<file path="src/rtl/uart_irq_pkg.sv">
package uart_irq_pkg;

    typedef enum logic [3:0] {
        IID_NONE    = 4'b0001,
        IID_LINE    = 4'b0110,
        IID_RXDATA  = 4'b0100,
        IID_TIMEOUT = 4'b1100,
        IID_TXEMPTY = 4'b0010,
        IID_MODEM   = 4'b0000
    } iid_e;

    typedef enum logic [1:0] {
        TXS_BUSY,
        TXS_WAIT,
        TXS_RAISED,
        TXS_DONE
    } txs_e;

    typedef struct packed {
        logic line;
        logic rxdata;
        logic timeout;
        logic txempty;
        logic modem;
    } irq_src_t;

    localparam int N_MDM   = 4;
    localparam int MDM_CTS = 0;
    localparam int MDM_DSR = 1;
    localparam int MDM_RI  = 2;
    localparam int MDM_DCD = 3;

    function automatic iid_e pick_source(irq_src_t s);
        if (s.line)         return IID_LINE;
        else if (s.rxdata)  return IID_RXDATA;
        else if (s.timeout) return IID_TIMEOUT;
        else if (s.txempty) return IID_TXEMPTY;
        else if (s.modem)   return IID_MODEM;
        else                return IID_NONE;
    endfunction

endpackage

</file>
<file path="src/rtl/uart_irq_prio.sv">
module uart_irq_prio
    import uart_irq_pkg::*;
(
    input  irq_src_t src,
    output iid_e     code,
    output logic     pending
);
    always_comb begin
        code    = pick_source(src);
        pending = (code != IID_NONE);
    end
endmodule

</file>
<file path="src/rtl/uart_irq_thre.sv">
module uart_irq_thre
    import uart_irq_pkg::*;
#(
    parameter int LVL_W = 5,
    parameter int CNT_W = 4
) (
    input  logic             clk,
    input  logic             rst,
    input  logic             tx_empty,
    input  logic [LVL_W-1:0] tx_level,
    input  logic             bit_tick,
    input  logic [CNT_W-1:0] delay_bits,
    input  logic             thr_wr,
    input  logic             iir_rd_top,
    output logic             thre_pend
);
    localparam logic [LVL_W-1:0] TWO_CHARS = LVL_W'(2);

    txs_e             st;
    logic [CNT_W-1:0] cnt;
    logic             two_seen;
    logic [CNT_W:0]   cnt_inc;

    assign cnt_inc   = {1'b0, cnt} + 1'b1;
    assign thre_pend = (st == TXS_RAISED);

    always_ff @(posedge clk) begin
        if (rst) begin
            st       <= TXS_BUSY;
            cnt      <= '0;
            two_seen <= 1'b0;
        end else begin
            if (tx_level >= TWO_CHARS)
                two_seen <= 1'b1;
            case (st)
                TXS_BUSY: begin
                    if (tx_empty) begin
                        if (two_seen) begin
                            st       <= TXS_RAISED;
                            two_seen <= 1'b0;
                        end else begin
                            st  <= TXS_WAIT;
                            cnt <= '0;
                        end
                    end
                end
                TXS_WAIT: begin
                    if (!tx_empty)
                        st <= TXS_BUSY;
                    else if (thr_wr)
                        st <= TXS_DONE;
                    else if (bit_tick) begin
                        if (cnt_inc >= {1'b0, delay_bits}) begin
                            st       <= TXS_RAISED;
                            two_seen <= 1'b0;
                        end else begin
                            cnt <= cnt_inc[CNT_W-1:0];
                        end
                    end
                end
                TXS_RAISED: begin
                    if (!tx_empty)
                        st <= TXS_BUSY;
                    else if (thr_wr || iir_rd_top)
                        st <= TXS_DONE;
                end
                default: begin
                    if (!tx_empty)
                        st <= TXS_BUSY;
                end
            endcase
        end
    end
endmodule

</file>
<file path="src/rtl/uart_irq_modem.sv">
module uart_irq_modem
    import uart_irq_pkg::*;
#(
    parameter int SYNC_STAGES = 2
) (
    input  logic             clk,
    input  logic             rst,
    input  logic [N_MDM-1:0] pins,
    input  logic             msr_rd,
    output logic [N_MDM-1:0] chg,
    output logic [N_MDM-1:0] delta
);
    logic [N_MDM-1:0] synced;
    logic [N_MDM-1:0] prev;

    for (genvar i = 0; i < N_MDM; i++) begin : g_pin
        logic [SYNC_STAGES-1:0] shreg;
        always_ff @(posedge clk) begin
            if (rst) shreg <= '0;
            else     shreg <= {shreg[SYNC_STAGES-2:0], pins[i]};
        end
        assign synced[i] = shreg[SYNC_STAGES-1];

        if (i == MDM_RI) begin : g_rise
            assign chg[i] = synced[i] & ~prev[i];
        end else begin : g_any
            assign chg[i] = synced[i] ^ prev[i];
        end
    end

    always_ff @(posedge clk) begin
        if (rst) begin
            prev  <= '0;
            delta <= '0;
        end else begin
            prev  <= synced;
            delta <= msr_rd ? chg : (delta | chg);
        end
    end
endmodule

</file>
<file path="src/rtl/uart_irq_ident.sv">
module uart_irq_ident
    import uart_irq_pkg::*;
#(
    parameter int LVL_W       = 5,
    parameter int CNT_W       = 4,
    parameter int SYNC_STAGES = 2
) (
    input  logic             clk,
    input  logic             rst,
    input  logic             line_stat_req,
    input  logic             rx_avail_req,
    input  logic             rx_timeout_req,
    input  logic             tx_empty,
    input  logic [LVL_W-1:0] tx_level,
    input  logic             bit_tick,
    input  logic [CNT_W-1:0] delay_bits,
    input  logic             cts_pin,
    input  logic             dsr_pin,
    input  logic             ri_pin,
    input  logic             dcd_pin,
    input  logic             iir_rd,
    input  logic             msr_rd,
    input  logic             thr_wr,
    output logic [3:0]       iir_code,
    output logic             irq,
    output logic [3:0]       msr_delta
);
    irq_src_t         src;
    iid_e             code;
    logic             pending;
    logic             thre_pend;
    logic             iir_rd_top;
    logic [N_MDM-1:0] mdm_pins;
    logic [N_MDM-1:0] mdm_chg;
    logic [N_MDM-1:0] mdm_delta;

    always_comb begin
        mdm_pins          = '0;
        mdm_pins[MDM_CTS] = cts_pin;
        mdm_pins[MDM_DSR] = dsr_pin;
        mdm_pins[MDM_RI]  = ri_pin;
        mdm_pins[MDM_DCD] = dcd_pin;
    end

    assign iir_rd_top = iir_rd && (code == IID_TXEMPTY);

    uart_irq_thre #(.LVL_W(LVL_W), .CNT_W(CNT_W)) thre_i (
        .clk(clk), .rst(rst), .tx_empty(tx_empty), .tx_level(tx_level),
        .bit_tick(bit_tick), .delay_bits(delay_bits), .thr_wr(thr_wr),
        .iir_rd_top(iir_rd_top), .thre_pend(thre_pend)
    );

    uart_irq_modem #(.SYNC_STAGES(SYNC_STAGES)) modem_i (
        .clk(clk), .rst(rst), .pins(mdm_pins), .msr_rd(msr_rd),
        .chg(mdm_chg), .delta(mdm_delta)
    );

    always_comb begin
        src.line    = line_stat_req;
        src.rxdata  = rx_avail_req;
        src.timeout = rx_timeout_req;
        src.txempty = thre_pend;
        src.modem   = |mdm_delta;
    end

    uart_irq_prio prio_i (.src(src), .code(code), .pending(pending));

    assign iir_code  = code;
    assign irq       = pending;
    assign msr_delta = mdm_delta;
endmodule

</file>
<file path="config.mk">
export PLATFORM = sky130hd
export DESIGN_NAME = uart_irq_ident
export DESIGN_NICKNAME = d
export VERILOG_FILES = /design/src/rtl/uart_irq_pkg.sv /design/src/rtl/uart_irq_prio.sv /design/src/rtl/uart_irq_thre.sv /design/src/rtl/uart_irq_modem.sv /design/src/rtl/uart_irq_ident.sv
export SDC_FILE = /design/constraint.sdc
export NUM_CORES = 1
export LEC_CHECK = 0
export CORE_ASPECT_RATIO = 0.5
export CORE_MARGIN = 3
export CORE_UTILIZATION = 41
export CTS_CLUSTER_SIZE = 28
export DETAILED_ROUTE_END_ITERATION = 6
export GPL_TIMING_DRIVEN = 0
export PLACE_DENSITY = 0.77
export SETUP_SLACK_MARGIN = 0.3
export SYNTH_ARGS = -nofsm -noshare
export SYNTH_HDL_FRONTEND = slang
export SYNTH_SLANG_ARGS = --single-unit
</file>
<file path="constraint.sdc">
create_clock -name clk -period 2.1 [get_ports clk]
set_input_delay 0.315 -clock clk [delete_from_list [all_inputs] [get_ports clk]]
set_output_delay 0.315 -clock clk [all_outputs]
set_load 0.03 [all_outputs]
</file>
==> results of run 1 <==
[flip-flops by register name, summed over array words and instances (netlist names)]
name                 flops
thre_i.two_seen          1
modem_i.prev             4
thre_i.cnt               4
modem_i.delta            4
thre_i.st                2
modem_i.g_pin.shreg      8
[power groups by stage]
stage / Clock (mW) / Sequential (mW) / Combinational (mW)
final: 0.282 / 0.514 / 0.605
after global routing: 0.307 / 0.522 / 0.672
after CTS: 0.289 / 0.513 / 0.563
after detailed placement: 0 / 0.530 / 0.481
after global placement: 0 / 0.528 / 0.470
after floorplan: 0 / 0.529 / 0.344
[metrics by stage]
step / instances / cell area [µm²] / setup TNS (ps)
2_1_floorplan: 129 / 1180 / 0
3_3_place_gp: 193 / 1510 / -830
3_5_place_dp: 193 / 1510 / -1020
4_1_cts: 203 / 1660 / 0
5_1_grt: 203 / 1690 / -58.1
6_report: 203 / 1690 / 0
[worst paths after layout]
check	start	endpoint	slack, ps
min reg2reg	modem_i.g_pin[2].shreg[0]$_SDFF_PP0_	modem_i.g_pin[2].shreg[1]$_SDFF_PP0_	450
max reg2reg	thre_i.cnt[0]$_SDFFE_PP0P_	thre_i.st[0]$_SDFFE_PP0P_	260
min	modem_i.g_pin[2].shreg[0]$_SDFF_PP0_	modem_i.g_pin[2].shreg[1]$_SDFF_PP0_	450
max	thre_i.st[0]$_SDFFE_PP0P_	iir_code[0]	20
[layer usage]
metal,share of wire,routed length [µm],GRT usage
met5,0,0,0
met4,0.018,45,0.0505
met3,0.038,96,0.0456
met2,0.51,1310,0.273
met1,0.43,1100,0.167
[cells in the mapped netlist]
master | count | share of area
nand2b_1 | 14 | 0.076
a311oi_1 | 1 | 0.0076
dfxtp_1 | 23 | 0.40
o21ai_1 | 3 | 0.013
clkbuf_1 | 3 | 0.0098
xnor2_1 | 4 | 0.031
or3_4 | 1 | 0.0098
or2_2 | 1 | 0.0055
xor2_1 | 1 | 0.0076
a21oi_1 | 9 | 0.039
ha_1 | 9 | 0.098
or4_1 | 2 | 0.013
a21o_1 | 1 | 0.0066
or3_1 | 1 | 0.0055
nand2_1 | 7 | 0.023
nor3b_1 | 3 | 0.020
a32oi_1 | 1 | 0.0076
mux2i_1 | 2 | 0.017
o32ai_1 | 2 | 0.015
nor2b_1 | 13 | 0.071
o21ai_0 | 5 | 0.022
inv_1 | 11 | 0.036
a31oi_1 | 2 | 0.011
o22ai_1 | 1 | 0.0055
nand3_1 | 1 | 0.0044
o21a_1 | 2 | 0.013
and3_1 | 1 | 0.0055
a211oi_2 | 1 | 0.011
nor2_1 | 4 | 0.013
[cell type report]
| class | instances | area [µm²] | area share |
|---|---|---|---|
| clock inverters | 1 | 7.51 | 0.00443 |
| multi-input cells | 92 | 746 | 0.440 |
| plain buffers | 3 | 11.3 | 0.00665 |
| clock buffers | 3 | 41.3 | 0.0244 |
| well taps | 35 | 43.8 | 0.0258 |
| flip-flops and latches | 23 | 468 | 0.276 |
| repair buffers | 35 | 330 | 0.195 |
| inverters | 11 | 46.3 | 0.0273 |
[repair_timing]
action	in CTS	in global routing
setup endpoints to repair	12	10
buffers inserted	6	0
gates resized for setup	32	13
pin swaps	5	6
[logic make-up after synthesis]
group / Yosys count
and+or+nand+nor: 48
AOI/OAI and AO/OA: 28
adders and majority gates: 9
DFF: 23
xor gates and xnor gates: 5
muxes: 2
buffers and inverters: 14
==> impl_metrics.json, run 1 <==
{
  "status": "completed",
  "synth-seq-cells": 23,
  "synth_xor_area_frac": 0.0382,
  "max_freq_mhz": 480,
  "fp.dieArea_um2": 3500,
  "synth-compound-area-share": 0.152,
  "gp_congestion": 0.774,
  "synth_mux_area_frac": 0.0175,
  "dp.final_hpwl_mm": 1.82,
  "grt_max_degree": 15,
  "ant_nets": 0,
  "p_int_uw": 909,
  "swShare": 0.351,
  "via_count": 993,
  "nets": 201,
  "n_antenna_cell": 0,
  "dp_slack_ps": -466,
  "drive_above_1_share": 0.232,
  "p_total_mw": 1.40,
  "fin_hold_ws_ps": 447,
  "first_pass_iters": 4,
  "grt_overflow": 0,
  "wl_mm": 2.55,
  "p_per_area_nw_per_um2": 827,
  "power_frac_seq": 0.367,
  "drtIter0Drc": 33,
  "final_util": 0.697,
  "avgSynthCellArea_um2": 8.88,
  "tritoncts": "built",
  "dieWidth_um": 80.8,
  "worst-path-max-fanout": 3,
  "synth_warnings": 0,
  "initial_utilization": 0.471,
  "syn_nets": 161,
  "p_sw_uw": 492,
  "critical_path_depth": 6,
  "grt_pass1_vias": 918,
  "cp.buffers_inverters": 3,
  "syn_inst": 129,
  "synth_fa_ha_area_frac": 0.0983,
  "clk_pin_slew_ps": 80,
  "finalClockSkew_ps": 2.20,
  "fp-row-count": 12,
  "peakVddDrop_mv": 0.416,
  "relSlewSlack": 0.636,
  "synth_seq_area_share": 0.402,
  "required_ps": 1780,
  "timing.final.ws_setup_ps": 17.2,
  "nFillCells": 185,
  "leakage_nw": 0.658,
  "final_cell_mix": "clkdlybuf4s50_1, dfxtp_1, nor2b_1, nand2b_1, inv_1",
  "path_cells": "inv_2 > ha_4 > or4_1 > or3_4 > clkinv_4 > buf_6",
  "grt_util_all_layers": 0.149,
  "cts_root_buffer": "clkbuf_8",
  "clk_latency_ps": 260,
  "grt_pass1_wl_mm": 4.01,
  "syn_area_um2": 1150,
  "htreeDepth": 1,
  "final-max-slew-violation-count": 0,
  "antenna_found_initial": 0,
  "cp-end-kind": "output pin",
  "setup_viol": 0,
  "clock-sinks": 23,
  "routedWlPerCell_um": 12.6,
  "postCtsHoldBufs": 0,
  "worst_slew_pin_slew_ps": 547,
  "hp-class": "flop to flop",
  "worstSetupStartpointType": "flop",
  "vias_per_cell": 4.89,
  "max_cap_viol_count": 0,
  "ys_types": 29,
  "clockBufferDepth": 2,
  "pin_count": 32,
  "fp.dieH_um": 43.4,
  "core_area_um2": 2430,
  "min_path_cells": 1,
  "synth-simple-area-share": 0.247,
  "slowest_delay_ps": 390,
  "r2r_cells": 7,
  "port_buffers": 29,
  "final_common_cell": "clkdlybuf4s50_1",
  "synth_top_family_by_area": "simple AND/OR/NAND/NOR gates",
  "clockPowerShare": 0.201,
  "slowest_stage": "or4_1",
  "fin_crit_sh": 0.992,
  "p_comb_frac": 0.432,
  "cp_data_arrival_time_ps": 1770,
  "cpLargestDelayFamily": "simple AND/OR/NAND/NOR gates",
  "syn_to_final_growth_pct": 47.8,
  "numCtsBuffers": 3,
  "drc": 0,
  "worstSetupPathType": "flop to output pin",
  "hold_viol": 0,
  "rsz0062_at_grt": "true",
  "fin_crit_ps": 2080
}
(Power assumes the default switching activity.)
==> run 2: changes to the inputs <==
CTS_CLUSTER_SIZE = 30   (was 28)
PLACE_DENSITY = 0.81   (was 0.77)
==> run 2 against run 1 <==
- design area rose by 6.1%
- critical endpoint unchanged
- sequential cell count did not move
- worst setup slack improved by 19 ps
==> impl_metrics.json, run 2 (synthesized netlist as in run 1, its figures left out) <==
{
  "numCtsBuffers": 3,
  "worstReg2RegEnd": "thre_i.st[1]$_SDFFE_PP0P_",
  "drive_above_1_share": 0.279,
  "worst-path-max-fanout": 3,
  "final_cell_mix": "clkdlybuf4s50_1, dfxtp_1, nand2b_1, nor2b_1",
  "crit_path_start": "thre_i.st[0]$_SDFFE_PP0P_",
  "htreeDepth": 1,
  "cp_data_arrival_time_ps": 1750,
  "ant_nets": 0,
  "relSlewSlack": 0.630,
  "final-max-slew-violation-count": 0,
  "grt_overflow": 0,
  "cts_root_buffer": "clkbuf_8",
  "core_area_um2": 2430,
  "fp-row-count": 12,
  "r2r-start": "thre_i.cnt[0]$_SDFFE_PP0P_",
  "clk_pin_slew_ps": 90,
  "setup_viol": 0,
  "placed_cells": 193,
  "nets": 205,
  "hold-path-endpoint": "modem_i.g_pin[0].shreg[1]$_SDFF_PP0_",
  "cpLargestDelayFamily": "simple AND/OR/NAND/NOR gates",
  "max_freq_mhz": 485,
  "drc": 0,
  "drtIter0Drc": 39,
  "worst_slew_pin_slew_ps": 555,
  "syn_to_final_growth_pct": 56.9,
  "finalNonFillerCells": 207,
  "fin_hold_ws_ps": 447,
  "r2r_slack_ps": 310,
  "grt_pass1_wl_mm": 4.17,
  "rsz0062_at_grt": "true",
  "slowest_stage": "or4_1",
  "clockBufferDepth": 2,
  "tritoncts": "built",
  "wl_mm": 2.66,
  "path_cells": "inv_2 > ha_4 > or4_1 > or3_4 > clkinv_4 > buf_6",
  "worstSetupStartpointType": "flop",
  "fp.dieH_um": 43.4,
  "initial_utilization": 0.471,
  "hp-class": "flop to flop",
  "hold_start": "modem_i.g_pin[0].shreg[0]$_SDFF_PP0_",
  "hold_viol": 0,
  "postCtsHoldBufs": 0,
  "tns_ps": 0,
  "fin_crit_sh": 0.983,
  "final_common_cell": "clkdlybuf4s50_1",
  "port_buffers": 29,
  "gp_congestion": 0.788,
  "grt_util_all_layers": 0.153,
  "max_cap_viol_count": 0,
  "antenna_found_initial": 0,
  "dp.final_hpwl_mm": 1.77,
  "required_ps": 1780,
  "p_per_area_nw_per_um2": 871,
  "worstSetupPathType": "flop to output pin",
  "first_pass_iters": 4,
  "n_antenna_cell": 0,
  "routedWlPerCell_um": 12.9,
  "cp.buffers_inverters": 3,
  "clock-sinks": 23,
  "leakage_nw": 0.708,
  "fin_crit_ps": 2060,
  "cp-end-kind": "output pin",
  "grt_max_degree": 15,
  "via_count": 1005,
  "vias_per_cell": 4.86,
  "status": "completed",
  "slowest_delay_ps": 380,
  "grt_pass1_vias": 958,
  "top_register": "modem_i.g_pin.shreg",
  "finalClockSkew_ps": 8.61,
  "peakVddDrop_mv": 0.484,
  "largest_reg_flops": 8,
  "min_path_cells": 1,
  "dieWidth_um": 80.8,
  "fp.dieArea_um2": 3500,
  "clk_latency_ps": 270,
  "pin_count": 32,
  "r2r_cells": 7
}
## run 2: worst max path at each step
stage                       end  depth (start not counted)
floorplan           iir_code[0]                          3
global placement    iir_code[0]                          5
detailed placement  iir_code[0]                          5
CTS                 iir_code[0]                          6
global route        iir_code[0]                          6
finish              iir_code[0]                          6
## run 2: metrics by stage
stage	instance area, µm²	total power [mW]	util	setup WS (ps)
final	1800	1.57	0.739	36.3
after global routing	1800	1.67	0.739	-37.2
after CTS	1670	1.37	0.685	21.1
after detailed placement	1510	1.01	0.621	-449
after global placement	1510	0.994	0.621	-446
after floorplan	1180	0.873	-	292
## run 2: layout make-up
type / count / area, µm²
multi-input combinational: 92 / 801
fill: 191 / 634
sequential: 23 / 473
timing repair buffer: 39 / 374
inverter: 11 / 46.3
tap: 35 / 43.8
clock buffer: 3 / 41.3
buffer: 3 / 11.3
clock inverter: 1 / 7.51
## run 2: timing repair
action                                  CTS  global route
gates cloned                              0             0
buffers inserted                          6             4
endpoints found under the setup margin   12             9
pin swaps                                 4             6
resized for setup                        31            23
## run 2: worst reg2reg max path, delay by kind of cell (launching register included)
kind            cells  cell delay, ps
fa+ha+maj           2             450
xor+xnor            1             180
flops               1             380
compound gates      3             500
mux                 1             210
## run 2: report_power, final
| part | leakage, nW | internal (mW) | switching (mW) |
|---|---|---|---|
| Combinational | 0.495 | 0.403 | 0.364 |
| Sequential | 0.191 | 0.478 | 0.0351 |
| Clock | 0.0217 | 0.134 | 0.152 |
## run 2: routing by layer
layer,global-route usage,part of all wire,vias up
met5,0,0,-
met4,0.0471,0.0083,0
met3,0.0519,0.044,2
met2,0.285,0.54,20
met1,0.168,0.41,462
li1,-,-,521
